**config.mk**
```make
export PLATFORM = sky130hd
export DESIGN_NAME = chunk_i2c_master
export DESIGN_NICKNAME = d
export VERILOG_FILES = /design/src/rtl/chunk_i2c_master.sv
export SDC_FILE = /design/constraint.sdc
export NUM_CORES = 1
export LEC_CHECK = 0
export ABC_CLOCK_PERIOD_IN_PS = 7910
export BUFFER_PORTS_ARGS = -buffer_cell sky130_fd_sc_hd__buf_2
export CAP_MARGIN = 20
export CORE_ASPECT_RATIO = 1.5
export CORE_MARGIN = 10
export CORE_UTILIZATION = 35
export CTS_CLUSTER_SIZE = 20
export DETAILED_ROUTE_END_ITERATION = 8
export GPL_ROUTABILITY_DRIVEN = 0
export GPL_TIMING_DRIVEN = 0
export PLACE_DENSITY = 0.49
export SETUP_SLACK_MARGIN = 0.1
export SLEW_MARGIN = 30
export SYNTH_ARGS = -nofsm -noshare
export SYNTH_HDL_FRONTEND = slang
export SYNTH_SLANG_ARGS = --single-unit
```
**constraint.sdc**
```tcl
create_clock -name clk -period 7.91 [get_ports clk]
set_input_delay 1.582 -clock clk [delete_from_list [all_inputs] [get_ports clk]]
set_output_delay 1.582 -clock clk [all_outputs]
set_load 0.02 [all_outputs]
```
**src/rtl/chunk_i2c_master.sv**
```systemverilog
module chunk_i2c_master #(
  parameter int QTR_STD  = 20,
  parameter int QTR_FAST = 5,
  parameter int CNT_W    = 2
) (
  input  logic       clk,
  input  logic       rst_n,
  input  logic       fast_mode,
  input  logic       cmd_wr,
  input  logic [7:0] cmd_ctrl,
  input  logic [6:0] dev_addr,
  input  logic       wr_push,
  input  logic [7:0] wr_data,
  input  logic       rd_pop,
  output logic [7:0] rd_data,
  input  logic       flush,
  input  logic       clr_wr,
  input  logic [3:0] clr_mask,
  output logic       pending,
  output logic       err,
  output logic       buf_ne,
  output logic       arb_lost,
  output logic       incomplete,
  output logic       aborted,
  output logic       bus_busy,
  output logic       stop_done,
  input  logic       scl_i,
  input  logic       sda_i,
  output logic       scl_oe,
  output logic       sda_oe
);
  localparam int DEPTH = 1 << CNT_W;
  localparam int QW    = $clog2(QTR_STD + 1);

  typedef enum logic [2:0] {S_IDLE, S_START, S_BYTE, S_STOP, S_RSTART, S_HOLD, S_RSHOLD} st_t;

  st_t              st;
  logic [1:0]       ph;
  logic [3:0]       bitn;
  logic [7:0]       sh;
  logic [CNT_W:0]   left;
  logic [QW-1:0]    qcnt;
  logic             addr_ph, scl_dr, sda_dr, scl_q, sda_q;
  logic             c_rd, c_chain, c_rpt;
  logic [6:0]       c_addr;
  logic [7:0]       mem [DEPTH];
  logic [CNT_W-1:0] wp, rp;
  logic [CNT_W:0]   cnt;

  wire [QW-1:0] qload   = fast_mode ? QW'(QTR_FAST - 1) : QW'(QTR_STD - 1);
  wire          waiting = (st == S_IDLE) || (st == S_HOLD) || (st == S_RSHOLD);
  wire          stall   = !scl_dr && !scl_i;
  wire          tick    = !waiting && !stall && (qcnt == '0);
  wire          wr_now  = addr_ph || !c_rd;
  wire          bit_end = tick && (st == S_BYTE) && (ph == 2'd3) && (bitn == 4'd8);
  wire          empty   = (cnt == '0);
  wire          load_now = (st == S_HOLD && pending && !c_rd) ||
                           (bit_end && !c_rd && !sda_i && (addr_ph || left > 1));
  wire          in_push = bit_end && !wr_now;
  wire          do_push = (in_push || wr_push) && (cnt != (CNT_W+1)'(DEPTH));
  wire          do_pop  = (load_now || rd_pop) && !empty;

  assign rd_data = mem[rp];
  assign buf_ne  = !empty;
  assign err     = arb_lost | incomplete | aborted;
  assign scl_oe  = scl_dr;
  assign sda_oe  = sda_dr;

  always_ff @(posedge clk or negedge rst_n)
    if (!rst_n) begin
      wp <= '0; rp <= '0; cnt <= '0;
    end else if (flush) begin
      wp <= '0; rp <= '0; cnt <= '0;
    end else begin
      if (do_push) begin
        mem[wp] <= in_push ? sh : wr_data;
        wp <= wp + 1'b1;
      end
      if (do_pop) rp <= rp + 1'b1;
      cnt <= cnt + (CNT_W+1)'(do_push) - (CNT_W+1)'(do_pop);
    end

  always_ff @(posedge clk or negedge rst_n)
    if (!rst_n) begin
      scl_q <= 1'b1; sda_q <= 1'b1; bus_busy <= 1'b0;
    end else begin
      scl_q <= scl_i; sda_q <= sda_i;
      if (scl_q && scl_i && sda_q && !sda_i) bus_busy <= 1'b1;
      else if (scl_q && scl_i && !sda_q && sda_i) bus_busy <= 1'b0;
    end

  always_ff @(posedge clk or negedge rst_n)
    if (!rst_n) qcnt <= '0;
    else if (waiting || tick) qcnt <= qload;
    else if (!stall) qcnt <= qcnt - 1'b1;

  always_ff @(posedge clk or negedge rst_n)
    if (!rst_n) begin
      st <= S_IDLE; ph <= '0; bitn <= '0; sh <= '0; left <= '0; addr_ph <= 1'b0;
      scl_dr <= 1'b0; sda_dr <= 1'b0; pending <= 1'b0;
      c_rd <= 1'b0; c_chain <= 1'b0; c_rpt <= 1'b0; c_addr <= '0;
      arb_lost <= 1'b0; incomplete <= 1'b0; aborted <= 1'b0; stop_done <= 1'b0;
    end else begin
      if (cmd_wr && !pending) begin
        pending <= 1'b1;
        c_rd    <= cmd_ctrl[0];
        c_chain <= cmd_ctrl[1];
        c_rpt   <= cmd_ctrl[2];
        c_addr  <= dev_addr;
        left    <= {1'b0, cmd_ctrl[4 +: CNT_W]} + 1'b1;
      end
      if (tick) ph <= ph + 1'b1;
      case (st)
        S_IDLE: if (pending && !bus_busy) begin st <= S_START; ph <= '0; end
        S_HOLD: if (pending) begin
          st <= S_BYTE; ph <= '0; bitn <= '0; addr_ph <= 1'b0; sh <= 8'hFF;
          if (load_now) begin
            if (empty) begin aborted <= 1'b1; st <= S_STOP; end
            else sh <= mem[rp];
          end
        end
        S_RSHOLD: if (pending) begin
          st <= S_BYTE; ph <= '0; bitn <= '0; addr_ph <= 1'b1; sh <= {c_addr, c_rd};
        end
        S_START: if (tick) begin
          if (ph == 2'd0) sda_dr <= 1'b1;
          if (ph == 2'd3) begin
            scl_dr <= 1'b1; st <= S_BYTE; bitn <= '0; addr_ph <= 1'b1; sh <= {c_addr, c_rd};
          end
        end
        S_BYTE: if (tick) begin
          case (ph)
            2'd0: sda_dr <= (bitn < 4'd8) ? (wr_now && !sh[7]) : (!wr_now && (left > 1 || c_chain));
            2'd1: scl_dr <= 1'b0;
            2'd3: begin
              scl_dr <= 1'b1;
              if (bitn < 4'd8) begin
                if (wr_now && sh[7] && !sda_i) begin
                  arb_lost <= 1'b1; scl_dr <= 1'b0; sda_dr <= 1'b0;
                  st <= S_IDLE; pending <= 1'b0;
                end else begin
                  sh <= {sh[6:0], sda_i}; bitn <= bitn + 1'b1;
                end
              end else begin
                bitn <= '0;
                if (wr_now && sda_i) begin
                  incomplete <= 1'b1; st <= S_STOP;
                end else begin
                  if (!addr_ph) left <= left - 1'b1;
                  addr_ph <= 1'b0;
                  sh <= 8'hFF;
                  if (load_now) begin
                    if (empty) begin aborted <= 1'b1; st <= S_STOP; end
                    else sh <= mem[rp];
                  end else if (!addr_ph && left == 1) begin
                    if (c_chain) begin st <= S_HOLD; sda_dr <= 1'b0; pending <= 1'b0; end
                    else if (c_rpt) st <= S_RSTART;
                    else st <= S_STOP;
                  end
                end
              end
            end
            default: ;
          endcase
        end
        S_STOP: if (tick) begin
          case (ph)
            2'd0: sda_dr <= 1'b1;
            2'd1: scl_dr <= 1'b0;
            2'd2: sda_dr <= 1'b0;
            default: begin st <= S_IDLE; stop_done <= 1'b1; pending <= 1'b0; end
          endcase
        end
        S_RSTART: if (tick) begin
          case (ph)
            2'd0: sda_dr <= 1'b0;
            2'd1: scl_dr <= 1'b0;
            2'd2: sda_dr <= 1'b1;
            default: begin scl_dr <= 1'b1; st <= S_RSHOLD; pending <= 1'b0; end
          endcase
        end
        default: st <= S_IDLE;
      endcase
      if (clr_wr) begin
        if (clr_mask[0]) stop_done  <= 1'b0;
        if (clr_mask[1]) arb_lost   <= 1'b0;
        if (clr_mask[2]) incomplete <= 1'b0;
        if (clr_mask[3]) aborted    <= 1'b0;
      end
    end

  p_cmd_take_r2: assert property (@(posedge clk) disable iff (!rst_n)
    $rose(pending) |-> $past(cmd_wr));
  p_held_low_r3: assert property (@(posedge clk) disable iff (!rst_n)
    (st == S_HOLD) |-> scl_oe);
  p_rs_parked_r4: assert property (@(posedge clk) disable iff (!rst_n)
    (st == S_RSHOLD) |-> (scl_oe && sda_oe));
  p_nack_stop_r6: assert property (@(posedge clk) disable iff (!rst_n)
    $rose(incomplete) |-> (st == S_STOP));
  p_abort_stop_r7: assert property (@(posedge clk) disable iff (!rst_n)
    $rose(aborted) |-> (st == S_STOP));
  p_la_release_r8: assert property (@(posedge clk) disable iff (!rst_n)
    $rose(arb_lost) |-> (!scl_oe && !sda_oe && !pending));
  p_buf_bound_r12: assert property (@(posedge clk) disable iff (!rst_n)
    cnt <= (CNT_W+1)'(DEPTH));
  p_sda_quiet_r13: assert property (@(posedge clk) disable iff (!rst_n)
    (st == S_BYTE && $past(st) == S_BYTE && $past(scl_i) && scl_i) |-> $stable(sda_oe));
endmodule

```
== Yosys cells after proc, flatten, opt, wreduce, memory -nomap -nowiden ==
Memory sizes are Yosys's and may differ from the RTL's.
Index checks and enable logic that the tools add are counted.

* Register bits: 53
* Bits in latches: 0
* Bits in writable memories: 32
* ROM bits: 0
* Bits of input ports: 37
* Output and inout port bits: 18
* Word-level logic and storage cells: 294
* Memories: 1

* Add/sub/neg operators: 9
* Multipliers: 0
* Divide/modulo/power cells: 0
* $lt $le $gt $ge: 2
* Equality and inequality tests: 44
* Shift-type cells: 0
* Muxes and demuxes: 142
* Bitwise logic cells: 2
* Reductions and logical operators: 70

{| class="wikitable"
|+ Memories
! name !! words !! width !! read ports !! clocked after memory_dff !! write ports !! line !! text
|-
| mem || 4 || 8 || 1 || 0 || 1 || 46 || <nowiki>logic [7:0] mem [DEPTH];</nowiki>
|}

{| class="wikitable"
|+ Operators by type and width
! cell !! number
|-
| 8-bit 2-to-1 mux || 12
|-
| 3-bit 2-to-1 mux || 27
|-
| 1-bit 2-to-1 mux || 72
|-
| 8-bit case mux with 4 select lines || 1
|-
| 1-bit logical AND || 28
|-
| 4-bit 2-to-1 mux || 7
|-
| 2-bit inequality test (second input constant) || 14
|-
| 14-bit AND reduction || 2
|-
| 9-bit AND reduction || 3
|-
| 3-bit case mux with 7 select lines || 1
|-
| 5-bit 2-to-1 mux || 3
|-
| 3-bit inequality test (second input constant) || 5
|-
| 2-bit 2-to-1 mux || 7
|-
| 1-bit case mux with 2 select lines || 7
|-
| 1-bit zero test || 13
|-
| 4-bit by 3-bit inequality test with 1-bit output (second input constant) || 3
|-
| 1-bit case mux with 4 select lines || 3
|-
| 4-bit case mux with 3 select lines || 1
|-
| 3-bit == test (second input constant) || 3
|-
| 1-bit logical OR || 9
|-
| 2-bit by 1-bit inequality test with 1-bit output (second input constant) || 4
|-
| 4-bit nonzero test || 2
|-
| 7-bit AND reduction || 1
|-
| 2-bit by 1-bit adder with 2-bit output (second input constant) || 3
|-
| 28 further kinds || 38
|}

== Depth between registers and ports, before layout ==
Gate-level depths: netlist (run 1).

* Depth in word-level cells: 21
* Depth in mapped cells: 16
* Mapped depth without buffers: 15

== Worst setup path before layout (run 1) ==
Ideal clock, no wire load.

* Kind: input to register
* Start point: in scl_i
* End point: reg cnt[2]
* Setup time: 0.119 ns
* Arrival: 3.807 ns
* Data required time: 7.791 ns
* Slack: 3.984 ns
* Stages: 14
* Buffers on the path: 1
* Cells stage by stage: o21ba_2 nand3_1 or3_1 buf_6 a22oi_4 inv_1 ha_1 inv_1 ha_1 inv_1 fa_1 xor2_1 xnor2_1 nor2_1

* Cells in the longest elaborated chain, start to end: 16
* Elaborated cells on any way between the ends: 20
* Those cells by class: 2 x add/sub; 1 x mux; 17 x reduce/logical

{| class="wikitable"
|+ RTL lines
! item !! line !! text
|-
| start: declaration || 27 || <nowiki>input logic scl_i,</nowiki>
|-
| 1-bit zero test * || 52 || <nowiki>wire stall = !scl_dr && !scl_i;</nowiki>
|-
| 1-bit logical AND * || 52 ||
|-
| 1-bit zero test * || -- ||
|-
| 1-bit logical AND * (2 in series) || 53 || <nowiki>wire tick = !waiting && !stall && (qcnt == '0);</nowiki>
|-
| 1-bit logical AND * (3 in series) || 55 || <nowiki>wire bit_end = tick && (st == S_BYTE) && (ph == 2'd3) && (bitn == 4'd8);</nowiki>
|-
| parallel branches: the longest is 6 deep, another holds 3-bit by 1-bit adder with 3-bit output || -- ||
|-
| 3-bit by 1-bit subtractor with 3-bit output * || 80 || <nowiki>cnt <= cnt + (CNT_W+1)'(do_push) - (CNT_W+1)'(do_pop);</nowiki>
|-
| 3-bit 2-to-1 mux * || 72 || <nowiki>end else if (flush) begin</nowiki>
|-
| end signal: assignment || 80 ||
|-
| end: declaration || 48 || <nowiki>logic [CNT_W:0] cnt;</nowiki>
|}

Mark *: on every way between the ends.
A chain may end at the register's enable or synchronous reset.

== Final worst setup path (run 1) ==
Same ends and word-level chain as after synthesis.

==> impl_metrics.json, run 1 <==
{
  "instances_no_fill": 641,
  "area_growth_pct": 17.6,
  "timing.fmax_mhz": 251,
  "grt_pass1_vias": 3612,
  "drc": 0,
  "finalCritPeriodShare_pct": 50.4,
  "synth_xor_area_share_pct": 2.14,
  "critPathCaptureType": "flop",
  "cp_top_family": "adder cells",
  "cts_root_buffer": "clkbuf_16",
  "num_io_pins": 55,
  "crit_top_cell": "inv_1",
  "fin_crit_ns": 3.99,
  "ys_types": 64,
  "synth_compound_area_share_pct": 14.6,
  "hold_buffers": 0,
  "synth_edf_count": 32,
  "num_rows": 50,
  "min_path_type": "reg -> reg",
  "dieHeight_um": 159,
  "ir_drop_v": 0.000122,
  "maxCapViolations": 0,
  "criticalPathCategory": "in -> reg",
  "async_flop_share_pct": 62.4,
  "setup_viol": 0,
  "num_vias": 3354,
  "hpwl_um": 8790,
  "place_inst": 625,
  "grt_antenna_before_repair": 0,
  "diodes": 0,
  "grt_max_degree": 55,
  "cts_resized": 0,
  "gr-usage-all-layers_pct": 12.9,
  "drtIter0Drc": 134,
  "hold_viol": 0,
  "fin_hold_ws_ns": 0.496,
  "syn_area_um2": 4510,
  "cp-startpoint": "scl_i",
  "p_leak_nw": 2.24,
  "ant_nets": 0,
  "core-area_um2": 12600,
  "cts_sinks": 85,
  "numCtsBuffers": 9,
  "cts_tree": "yes",
  "die_area_um2": 17900,
  "drt-pass1-iter-count": 4,
  "synthAdderAreaFrac_pct": 5.16,
  "synth_flop_cell": "dfrtp_1",
  "port_buffers": 51,
  "rsz0062_at_grt": "no",
  "cts_htree_levels": 3,
  "crit_fanout": 9,
  "routed_wl_um": 11200,
  "critPathBufInv": 5,
  "clk_latency_ns": 0.35,
  "gr-total-overflow": 0,
  "relSlewSlack_pct": 47.1,
  "synthMuxAreaShare_pct": 7.55,
  "syn-num-nets": 473,
  "r2r-start": "ph[0]$_DFF_PN0_",
  "final_util_pct": 42.2,
  "finalSetupTns_ns": 0,
  "ys_seq_area_share_pct": 50.8,
  "syn_inst": 418,
  "crit_slowest_cell": "or3_1",
  "layout-drive-gt1-share_pct": 20.8,
  "clock_skew_ns": 0.00917,
  "post_cts_buffers": 0,
  "start_util_pct": 35.9,
  "die-width_um": 113,
  "wl_per_cell_um": 17.5,
  "p_total_mw": 1.66,
  "clockBufferDepth": 2,
  "drv_slew": 0,
  "synth_top_family_by_area": "simple AND/OR/NAND/NOR gates",
  "crit_path_cell_trace": "buf_2 > o21ba_2 > nand3_1 > or3_1 > buf_6 > a22oi_4 > inv_1 > ha_1 > inv_1 > ha_1 > inv_1 > fa_1 > xor2_1 > xnor2_1 > nor2_1",
  "synthSimpleGateAreaFrac_pct": 16.3,
  "worst_pin_slew_ns": 0.794,
  "vias_per_cell": 5.23,
  "avgSynthCellArea_um2": 10.8,
  "synth_seq_cells": 85,
  "status": "completed",
  "cts.clk_slew.worst_paths_ns": 0.07,
  "yosysWarnings": 0,
  "start_kind": "input pin",
  "required_ns": 8.15,
  "slowest_delay_ns": 0.42,
  "nNetsFinal": 535,
  "grt_pass1_wl_um": 18700,
  "cp.arrival_ns": 4.23,
  "powerDensity_nw_per_um2": 312,
  "worstHoldStart": "c_addr[2]$_DFFE_PN0P_"
}
## where the power goes
part | total, mW | internal [mW] | leakage, nW | switching [mW]
combinational | 0.554 | 0.229 | 1.13 | 0.326
clock | 0.479 | 0.285 | 0.166 | 0.194
sequential | 0.623 | 0.545 | 0.946 | 0.0784
total | 1.66 | 1.06 | 2.24 | 0.598
## cell usage after synthesis, types with 4 or more instances
cell type / instances / area, um^2
clkbuf_1: 9 / 33.8
mux2_2: 8 / 90.1
dfrtp_1: 51 / 1280
a22oi_1: 8 / 60.1
nand2_1: 52 / 195
ha_1: 17 / 213
nand3_1: 4 / 20.0
and2_1: 5 / 31.3
nand2b_1: 9 / 56.3
mux2i_1: 7 / 70.1
inv_1: 20 / 75.1
nor2b_1: 4 / 25.0
nor2_1: 40 / 150
o21ai_0: 20 / 100
or3_1: 5 / 31.3
nor3_1: 11 / 55.1
xnor2_1: 8 / 70.1
a21o_1: 4 / 30.0
a21oi_1: 19 / 95.1
o221ai_1: 9 / 78.8
edfxtp_1: 32 / 961
and3_1: 4 / 25.0
mux4_2: 8 / 180
## worst min-delay path: stages (launching register included)
cell and delay, ns:
dfrtp_1 0.36, nand2_1 0.05, nand2_1 0.06
## worst paths after layout
path	endpoint	slack, ns	depth (start not counted)
setup / recovery	cnt[2]$_DFF_PN0_	3.92	15
hold / removal	c_addr[2]$_DFFE_PN0P_	0.50	2
setup reg to reg	cnt[2]$_DFF_PN0_	4.48	15
hold reg to reg	c_addr[2]$_DFFE_PN0P_	0.50	2
max in group asynchronous	sda_oe$_DFFE_PN0P_	6.15	1
min in group asynchronous	c_chain$_DFFE_PN0P_	1.27	1
## routing by layer
layer  track usage (%)  vias up  routed length (um)  share of wire [%]
met4              5.09        0                 240                2.1
li1                  -     1649                   -                  -
met3              2.67       16                 411                3.7
met2              24.5       58                6390                 57
met1              13.1     1631                4200                 37
met5                 0        -                   0                  0
## area by class of cell
cell class | instances | area (um^2)
fillers | 1207 | 7270
flip-flops and latches | 85 | 2290
multi-input cells | 297 | 2070
repair buffers | 51 | 258
clock buffers | 9 | 225
well taps | 156 | 195
clock inverters | 7 | 114
plain buffers | 16 | 78.8
inverters | 20 | 75.1
## kinds of logic after synthesis
group | count (synthesis)
AND/OR/NAND/NOR | 150
AO/OA/AOI/OAI | 95
flip-flops | 85
buffers and inverters | 36
multiplexers | 23
adder cells (fa/ha/maj) | 18
XOR/XNOR | 11
## cell usage in the layout, fill, tap and decap left out, drive strengths merged, types with 4 or more instances in the layout
cell type  instances
buf               58
mux4               8
a21boi             4
or3                5
nand2             52
inv               24
dfrtp             51
clkbuf            18
nor3              13
mux2i              7
xnor2              8
o21ai             22
a22oi              9
nor2b              4
and2               5
and3               4
a21o               4
nor2              40
edfxtp            32
ha                17
nand3              4
mux2               8
a21oi             19
o221ai             9
nand2b             9
## through the flow
stage,cell area [um^2],setup slack (ns)
floorplan,4510,3.98
global placement,4960,3.56
detailed placement,4960,3.53
CTS,5300,3.88
global route,5300,3.73
finish,5300,3.92
## sequential cells by signal, indices dropped and copies added, names as in the netlist, 2 cells and up
signal and flops:
mem 32, sh 8, c_addr 7, qcnt 5
bitn 4, cnt 3, left 3, st 3
ph 2, rp 2, wp 2
No activity file was read; power rests on OpenSTA's default activity.
==> run 2: changes to the inputs <==
--- a/config.mk
+++ b/config.mk
@@ -5,7 +5,7 @@
 export SDC_FILE = /design/constraint.sdc
 export NUM_CORES = 1
 export LEC_CHECK = 0
-export ABC_CLOCK_PERIOD_IN_PS = 7910
+export ABC_CLOCK_PERIOD_IN_PS = 3500
 export BUFFER_PORTS_ARGS = -buffer_cell sky130_fd_sc_hd__buf_2
 export CAP_MARGIN = 20
 export CORE_ASPECT_RATIO = 1.5
@@ -15,7 +15,7 @@
 export DETAILED_ROUTE_END_ITERATION = 8
 export GPL_ROUTABILITY_DRIVEN = 0
 export GPL_TIMING_DRIVEN = 0
-export PLACE_DENSITY = 0.49
+export PLACE_DENSITY = 0.51
 export SETUP_SLACK_MARGIN = 0.1
 export SLEW_MARGIN = 30
 export SYNTH_ARGS = -nofsm -noshare
==> constraint.sdc (replaced) <==
create_clock -name clk -period 3.5 [get_ports clk]
set_input_delay 0.7 -clock clk [delete_from_list [all_inputs] [get_ports clk]]
set_output_delay 0.7 -clock clk [all_outputs]
set_load 0.02 [all_outputs]
==> impl_metrics.json, run 2 (synthesis results as in run 1) <==
{
  "drc": 0,
  "num_io_pins": 55,
  "clock_skew_ns": 0.0102,
  "timing.fmax_mhz": 316,
  "fin_crit_ns": 3.16,
  "wl_per_cell_um": 17.3,
  "grt_pass1_wl_um": 18500,
  "cts_htree_levels": 3,
  "pre_cts_slack_ns": 0.0330,
  "p_int_mw": 2.42,
  "crit_slowest_cell": "dfrtp_1",
  "p_leak_nw": 2.27,
  "comb_power_share_pct": 34.1,
  "drtIter0Drc": 161,
  "cts.clk_slew.worst_paths_ns": 0.07,
  "fillers": 1191,
  "crit_fanout": 9,
  "cp.arrival_ns": 3.39,
  "num_vias": 3384,
  "vias_per_cell": 5.24,
  "drv_slew": 0,
  "die-width_um": 113,
  "final_common_cell": "buf_2",
  "grt_antenna_before_repair": 0,
  "swShare_pct": 35.8,
  "cts_tree": "yes",
  "start_util_pct": 35.9,
  "rsz0062_at_grt": "no",
  "ir_drop_v": 0.000346,
  "start_kind": "flop",
  "pwr-share-seq_pct": 37.5,
  "dieHeight_um": 159,
  "final_cell_mix": "buf_2, nand2_1, dfrtp_1, nor2_1, edfxtp_1",
  "powerDensity_nw_per_um2": 702,
  "gr-usage-all-layers_pct": 12.7,
  "grt_pass1_vias": 3550,
  "relSlewSlack_pct": 45.5,
  "grt_max_degree": 55,
  "nNetsFinal": 540,
  "critPathCaptureType": "flop",
  "gr-total-overflow": 0,
  "placed_area_um2": 4960,
  "top_regs": "mem: 32 flops, sh: 8 flops, c_addr: 7 flops",
  "hold_viol": 0,
  "port_buffers": 51,
  "p_clk_share_pct": 28.4,
  "cts_root_buffer": "clkbuf_16",
  "num_rows": 50,
  "status": "completed",
  "design_area_um2": 5370,
  "crit_top_cell": "inv_1",
  "diodes": 0,
  "largest_reg_flops": 32,
  "criticalPathCategory": "reg -> reg",
  "crit_path_cell_trace": "inv_1 > ha_1 > and3b_1 > nand3_2 > or3_4 > buf_6 > a22oi_4 > inv_1 > ha_1 > inv_1 > ha_1 > inv_1 > fa_1 > xor2_1 > xnor2_1 > nor2_1",
  "area_growth_pct": 19.0,
  "power.switching_mw": 1.35,
  "ant_nets": 0,
  "hold_buffers": 0,
  "setup_viol": 0,
  "clk_latency_ns": 0.34,
  "cts_sinks": 85,
  "required_ns": 3.73,
  "finalSetupTns_ns": 0,
  "numCtsBuffers": 9,
  "largest-register": "mem",
  "hpwl_um": 8670,
  "slowest_delay_ns": 0.42,
  "die_area_um2": 17900,
  "worst_slack_ns": 0.336,
  "worst_pin_slew_ns": 0.812,
  "min_path_type": "in -> async",
  "layout-drive-gt1-share_pct": 22.7,
  "finalCritPeriodShare_pct": 90.4,
  "drt-pass1-iter-count": 4,
  "routed_wl_um": 11200,
  "clockBufferDepth": 2,
  "maxCapViolations": 0,
  "core-area_um2": 12600
}
run 2: changes by cell type in the layout (fill, tap and decap cells not counted):
cell / delta
a21boi_1: -1
a21boi_2: +1
buf_4: +5
dfrtp_1: -1
dfrtp_2: +1
ha_1: -1
ha_4: +1
nand3_1: -1
nand3_2: +1
or3_1: -1
or3_4: +1
run 2: cell type report:
| class | count | area (um^2) | area share (%) |
|---|---|---|---|
| inverter | 20 | 75.1 | 1.40 |
| timing repair buffer | 56 | 295 | 5.50 |
| multi-input combinational | 297 | 2090 | 39.0 |
| clock buffer | 9 | 225 | 4.20 |
| clock inverter | 7 | 114 | 2.12 |
| sequential | 85 | 2290 | 42.7 |
| tap | 156 | 195 | 3.64 |
| buffer | 16 | 78.8 | 1.47 |
run 2: worst paths after layout:
kind	from	endpoint	slack, ns	cells past startpoint
worst max register to register	qcnt[0]$_DFFE_PN0P_	cnt[2]$_DFF_PN0_	0.34	16
worst min-delay path	rst_n	left[0]$_DFF_PN0_	0.39	1
worst max-delay path	qcnt[0]$_DFFE_PN0P_	cnt[2]$_DFF_PN0_	0.34	16
max in group asynchronous	rst_n	ph[0]$_DFF_PN0_	2.55	1
worst min register to register	c_addr[5]$_DFFE_PN0P_	c_addr[5]$_DFFE_PN0P_	0.49	2
min in group clk	c_addr[5]$_DFFE_PN0P_	c_addr[5]$_DFFE_PN0P_	0.49	2
run 2: stage by stage:
stage	instances	hold WS, ns	power, mW	utilization, %
6_report	646	0.389	3.77	42.7
5_1_grt	646	0.461	4.04	42.7
4_1_cts	641	0.444	3.79	42.2
3_5_place_dp	625	0.473	2.70	39.5
3_3_place_gp	625	0.478	2.68	39.5
2_1_floorplan	418	0.404	2.32	-
run 2: power by group through the flow:
stage,registers (mW),clock network [mW],logic [mW]
floorplan,1.38,0,0.938
global placement,1.43,0,1.25
detailed placement,1.43,0,1.27
CTS,1.41,1.10,1.28
global route,1.45,1.13,1.46
finish,1.41,1.07,1.29
run 2: repair_timing:
item / 4_1_cts / 5_1_grt
pin swaps: 0 / 2
setup endpoints to repair: 1 / 1
resized for setup: 1 / 5
setup buffers: 0 / 5
run 2: per-layer routing:
layer  GRT usage [%]  share of wire (%)  vias up  wire (um)
met5               0                  0        -          0
met4            4.40                1.5        0        170
met3            2.86                4.1        9        463
met2            23.4                 56       63       6290
met1            13.5                 38     1657       4240
li1                -                  -     1655          -
run 2: worst max-delay path: cells and delay by family (launching register included):
kind,cells,cell delay [ns]
AO/OA/AOI/OAI,1,0.19
adder cells (fa/ha/maj),4,0.94
flip-flops,1,0.42
buffers and inverters,5,0.42
XOR/XNOR,2,0.29
AND/OR/NAND/NOR,4,0.79
